File: src/rtl/bfn_pkg.sv
package bfn_pkg;

   localparam int BF_EXP_W  = 8;
   localparam int BF_FRAC_W = 7;
   localparam int BF_WORD_W = 1 + BF_EXP_W + BF_FRAC_W;

   typedef struct packed {
      logic                 sign;
      logic [BF_EXP_W-1:0]  expo;
      logic [BF_FRAC_W-1:0] frac;
   } bf16_word_t;

   localparam bf16_word_t BF_POS_ZERO = '0;

   function automatic bit is_pow2(input int v);
      return (v > 0) && ((v & (v - 1)) == 0);
   endfunction

endpackage

File: src/rtl/bfn_lzc.sv
module bfn_lzc #(
   parameter int W      = 8,
   localparam int STAGES = $clog2(W),
   localparam int CNT_W  = STAGES + 1
) (
   input  logic [W-1:0]     value,
   output logic [CNT_W-1:0] count,
   output logic             all_zero,
   output logic [W-1:0]     aligned
);

   logic [STAGES:0][W-1:0]     xs;
   logic [STAGES:0][CNT_W-1:0] cs;

   assign xs[0] = value;
   assign cs[0] = '0;

   for (genvar s = 0; s < STAGES; s++) begin : g_stage
      localparam int PW = W >> (s + 1);
      logic upper_zero;
      assign upper_zero = (xs[s][W-1 -: PW] == '0);
      assign xs[s+1]    = upper_zero ? (xs[s] << PW) : xs[s];
      assign cs[s+1]    = upper_zero ? (cs[s] + CNT_W'(PW)) : cs[s];
   end

   assign all_zero = (value == '0);
   assign count    = all_zero ? CNT_W'(W) : cs[STAGES];
   assign aligned  = xs[STAGES];

   // the staged search leaves a nonzero value with its top bit set
   always_comb begin
      if (!all_zero) begin
         a_r4_aligned_msb: assert (aligned[W-1]);
         a_r4_count_range: assert (count < CNT_W'(W));
      end
   end

endmodule

File: src/rtl/bfn_adjust.sv
module bfn_adjust #(
   parameter int MANT_W = 8,
   parameter int EXP_W  = 10,
   parameter int CNT_W  = 4
) (
   input  logic [EXP_W-1:0]  exp_in,
   input  logic [CNT_W-1:0]  shift,
   input  logic              mant_zero,
   output logic              flush,
   output logic [EXP_W-1:0]  exp_out
);

   logic signed [EXP_W-1:0] exp_s;
   logic signed [EXP_W-1:0] shift_s;
   logic                    under;

   assign exp_s   = signed'(exp_in);
   assign shift_s = signed'(EXP_W'(shift));
   assign under   = (exp_s <= shift_s);
   assign flush   = mant_zero | under;
   assign exp_out = EXP_W'(exp_s - shift_s);

   // a result that survives keeps a strictly positive exponent
   always_comb begin
      if (!flush) begin
         a_r6_positive_exp: assert (signed'(exp_out) > 0);
      end
   end

endmodule

File: src/rtl/bf16_norm_stage.sv
module bf16_norm_stage #(
   parameter int MANT_W = 8,
   parameter int EXP_W  = 10,
   localparam int CNT_W  = $clog2(MANT_W) + 1,
   localparam int WORD_W = bfn_pkg::BF_WORD_W
) (
   input  logic              clk,
   input  logic              rst_n,
   input  logic              in_valid,
   input  logic              in_sign,
   input  logic [EXP_W-1:0]  in_exp,
   input  logic [MANT_W-1:0] in_mant,
   output logic              out_valid,
   output logic [WORD_W-1:0] out_word
);
   import bfn_pkg::*;

   if (!is_pow2(MANT_W) || MANT_W < 2) begin : g_bad_mant
      $error("MANT_W must be a power of two of at least 2");
   end
   if (MANT_W != BF_FRAC_W + 1) begin : g_bad_frac
      $error("MANT_W must match the bfloat16 fraction plus hidden bit");
   end
   if (EXP_W <= BF_EXP_W) begin : g_bad_exp
      $error("EXP_W needs a sign bit above the packed exponent field");
   end

   logic [CNT_W-1:0]  lz_count;
   logic              lz_zero;
   logic [MANT_W-1:0] lz_aligned;
   logic              adj_flush;
   logic [EXP_W-1:0]  adj_exp;
   bf16_word_t        next_word;
   bf16_word_t        word_q;
   logic              valid_q;

   bfn_lzc #(.W(MANT_W)) u_lzc (
      .value    (in_mant),
      .count    (lz_count),
      .all_zero (lz_zero),
      .aligned  (lz_aligned)
   );

   bfn_adjust #(.MANT_W(MANT_W), .EXP_W(EXP_W), .CNT_W(CNT_W)) u_adjust (
      .exp_in    (in_exp),
      .shift     (lz_count),
      .mant_zero (lz_zero),
      .flush     (adj_flush),
      .exp_out   (adj_exp)
   );

   always_comb begin
      if (adj_flush) begin
         next_word = BF_POS_ZERO;
      end else begin
         next_word.sign = in_sign;
         next_word.expo = adj_exp[BF_EXP_W-1:0];
         next_word.frac = lz_aligned[BF_FRAC_W-1:0];
      end
   end

   always_ff @(posedge clk) begin
      if (!rst_n) begin
         valid_q <= 1'b0;
         word_q  <= BF_POS_ZERO;
      end else begin
         valid_q <= in_valid;
         if (in_valid) begin
            word_q <= next_word;
         end
      end
   end

   assign out_valid = valid_q;
   assign out_word  = word_q;

   a_r2_valid_follows: assert property (@(posedge clk) disable iff (!rst_n)
      in_valid |=> out_valid);
   a_r2_idle_follows: assert property (@(posedge clk) disable iff (!rst_n)
      !in_valid |=> !out_valid);
   a_r3_zero_mant: assert property (@(posedge clk) disable iff (!rst_n)
      (in_valid && in_mant == '0) |=> (out_word == '0));
   a_r6_nonpos_exp: assert property (@(posedge clk) disable iff (!rst_n)
      (in_valid && signed'(in_exp) <= 0) |=> (out_word == '0));
   a_r8_hold_word: assert property (@(posedge clk) disable iff (!rst_n)
      !in_valid |=> $stable(out_word));
   a_r5_nonzero_has_exp: assert property (@(posedge clk) disable iff (!rst_n)
      (out_valid && out_word != '0) |-> (out_word[14:7] != '0));

endmodule

File: config.mk
export PLATFORM = sky130hd
export DESIGN_NAME = bf16_norm_stage
export DESIGN_NICKNAME = d
export VERILOG_FILES = /design/src/rtl/bfn_pkg.sv /design/src/rtl/bfn_lzc.sv /design/src/rtl/bfn_adjust.sv /design/src/rtl/bf16_norm_stage.sv
export SDC_FILE = /design/constraint.sdc
export NUM_CORES = 1
export LEC_CHECK = 0
export ABC_AREA = 1
export BUFFER_PORTS_ARGS = -buffer_cell sky130_fd_sc_hd__clkbuf_2
export CORE_MARGIN = 8
export CORE_UTILIZATION = 45
export CTS_CLUSTER_DIAMETER = 150
export DETAILED_ROUTE_END_ITERATION = 6
export GPL_ROUTABILITY_DRIVEN = 0
export PLACE_DENSITY = 0.73
export SKIP_CTS_REPAIR_TIMING = 1
export SLEW_MARGIN = 0
export SYNTH_ARGS = -nofsm -noshare
export SYNTH_HDL_FRONTEND = slang
export SYNTH_SLANG_ARGS = --single-unit
File: constraint.sdc
create_clock -name clk -period 3.25 [get_ports clk]
set_input_delay 0.65 -clock clk [delete_from_list [all_inputs] [get_ports clk]]
set_output_delay 0.65 -clock clk [all_outputs]
set_load 0.01 [all_outputs]
==> impl_metrics.toml <==
[floorplanning]
initial_utilization_pct = 47.0
num_rows = 18
die_area_um2 = 4410
die_h_um = 66.4
die_x_um = 66.4
coreArea_um2 = 2430
io_pins = 39

[routing]
totalWireLength_um = 2930
wire_per_inst_um = 12.2
avgViaCountPerCell = 5.05
via_count = 1216
first_pass_iters = 4
ant_nets = 0
route.detailed.drc = 0
drtIter0Drc = 115

[synthesis]
synth.avg_cell_area_um2 = 6.65
synth_top_area_share_pct = 29.8
async_reset_ff_share_pct = 0
yosysUniqueCellTypes = 25
yosysSeqAreaShare_pct = 29.8
netlist_area_um2 = 1140
synth_area_leaders = "dfxtp_1, nand2_1, a21oi_1"
ys.flop_type = "dfxtp_1"
ys.warnings.count = 0
synthCells = 172
synth_fp_nets = 199
synth_top_cell_by_area = "dfxtp_1"
synth_enable_flop_cells = 0
ys_ff_latch = 17

[run]
maxCapViolCount = 0

[worst_setup_path]
crit_path_cell_trace = "clkbuf_2, nor2_2, nand3_1, nand2_4, inv_2, nand2_4, nor2_1, ha_1, inv_1, fa_1, nand3_2, nand3_2, o21ai_2, a21oi_4, nand3_1, a21oi_1"
crit_path_end_kind = "register"
rr_worst_depth = 2
cp_data_arrival_time_ns = 2.92
worst_path_largest_cell_delay_ns = 0.36
crit_type = "in -> reg"
slowest_stage = "a21oi_4"
cp_max_fo = 16
startpoint_type = "input pin"
required_ns = 3.47

[clocking]
clockBufferDepth = 2
cts_buffers = 3
cts_htree_levels = 1
clock-sinks = 17
clockRootBuffer = "clkbuf_4"
clock_latency_ns = 0.29
clk_pin_slew_worst_paths_ns = 0.09
cts_tree = "done"

[finish]
fillers = 245
diodes = 0
drive_gt1_share_pct = 26.5
nets = 239
final_util_pct = 56.7
syn_to_final_growth_pct = 20.6

[timing]
fin_crit_sh_pct = 82.9
clock.fmax_mhz = 371
fin_ws_ns = 0.554
rsz0062_at_grt = "false"
slew_headroom_pct = 67.5
setup_tns_ns = 0
timing.hold.ws_ns = 0.469
worst_slew_pin_slew_ns = 0.488
fin_skew_ns = 0
fin_crit_ns = 2.70
hold_viol = 0
setup_violations = 0
maxSlewViolCount = 0

[place]
portBuffers = 38
place_hpwl_um = 2450
place_ws_ns = 0.292

[global_routing]
grt_pass1_vias = 1199
antenna_found_initial = 0
overflow = 0
grt.total_usage_pct = 14.1
grt_pass1_wl_um = 5020
grt_max_degree = 18

[power]
ir_drop_v = 0.000207
p_leak_nw = 0.673
power_density_nw_per_um2 = 334

[worst_hold_path]
hold_class = "reg -> reg"
min_path_cells = 2

[run_status]
status = "finished clean"
synthesized netlist by cell type (2+ instances only):
| cell | number |
|---|---|
| clkbuf_1 | 2 |
| nand2_4 | 2 |
| o21ai_0 | 7 |
| nor2_1 | 8 |
| xnor2_1 | 3 |
| nand2_1 | 48 |
| dfxtp_1 | 17 |
| inv_2 | 2 |
| nor3_1 | 2 |
| nand3_1 | 18 |
| nor2_2 | 3 |
| o211ai_1 | 2 |
| a21oi_1 | 18 |
| nand3_2 | 4 |
| nand4_1 | 2 |
| ha_1 | 4 |
| inv_1 | 22 |
per-layer routing:
layer / wire, µm / global-route usage (%) / vias up
li1: - / - / 638
met1: 1310 / 16.3 / 539
met2: 1390 / 24.7 / 35
met3: 187 / 3.22 / 4
met4: 37 / 4.80 / 0
met5: 0 / 0 / -
cell families (layout without fill, tap and decap cells):
logic type,count (synthesis),after routing,synth area share [%]
fa+ha+maj,5,5,6.13
flops,17,17,29.8
simple gates,88,88,35.9
xor+xnor,4,4,3.06
buf+inv,27,66,9.52
compound gates,31,31,15.6
report_power, final:
part	switching [mW]	total (mW)	internal (mW)
logic	0.0776	0.126	0.0479
registers	0.00476	0.223	0.218
clock network	0.0640	0.112	0.0479
placed cells by master, fill, tap and decap left out, types with 3 or more instances in the layout:
master and count:
nor2_2 3, nor2_1 8, clkbuf_4 3, a21oi_1 18
nand2_1 48, nand3_2 4, inv_1 22, clkbuf_2 38
xnor2_1 3, dfxtp_1 17, o21ai_0 7, ha_1 4
nand3_1 18
critical path, delay by kind of cell:
family | cells | cell delay [ns]
buffers and inverters | 3 | 0.24
AO/OA/AOI/OAI | 3 | 0.60
adder cells (fa/ha/maj) | 2 | 0.41
AND/OR/NAND/NOR | 8 | 1.02
through the flow:
step                std cells  area (µm²)  total power [mW]
floorplan                 172        1140             0.311
global placement          237        1350             0.350
detailed placement        237        1350             0.353
CTS                       241        1380             0.462
global route              241        1380             0.492
finish                    241        1380             0.460
layout make-up:
type / instances / area, µm² / share of cell area (%)
inverter: 24 / 90.1 / 6.53
clock buffer: 4 / 26.3 / 1.91
tap: 30 / 37.5 / 2.72
sequential: 17 / 340 / 24.7
multi-input combinational: 128 / 694 / 50.4
timing repair buffer: 38 / 190 / 13.8
final timing paths:
| path | from | end | slack [ns] |
|---|---|---|---|
| setup / recovery | in_mant[4] | out_word[6] | 0.55 |
| hold / removal | out_word[11] | out_word[11] | 0.47 |
| setup reg to reg | out_word[13] | out_word[13] | 2.62 |
| hold reg to reg | out_word[11] | out_word[11] | 0.47 |
registers in the layout (all words and copies together), names as in the netlist:
register   flops
out_word      16
out_valid      1
(Power assumes the default switching activity.)
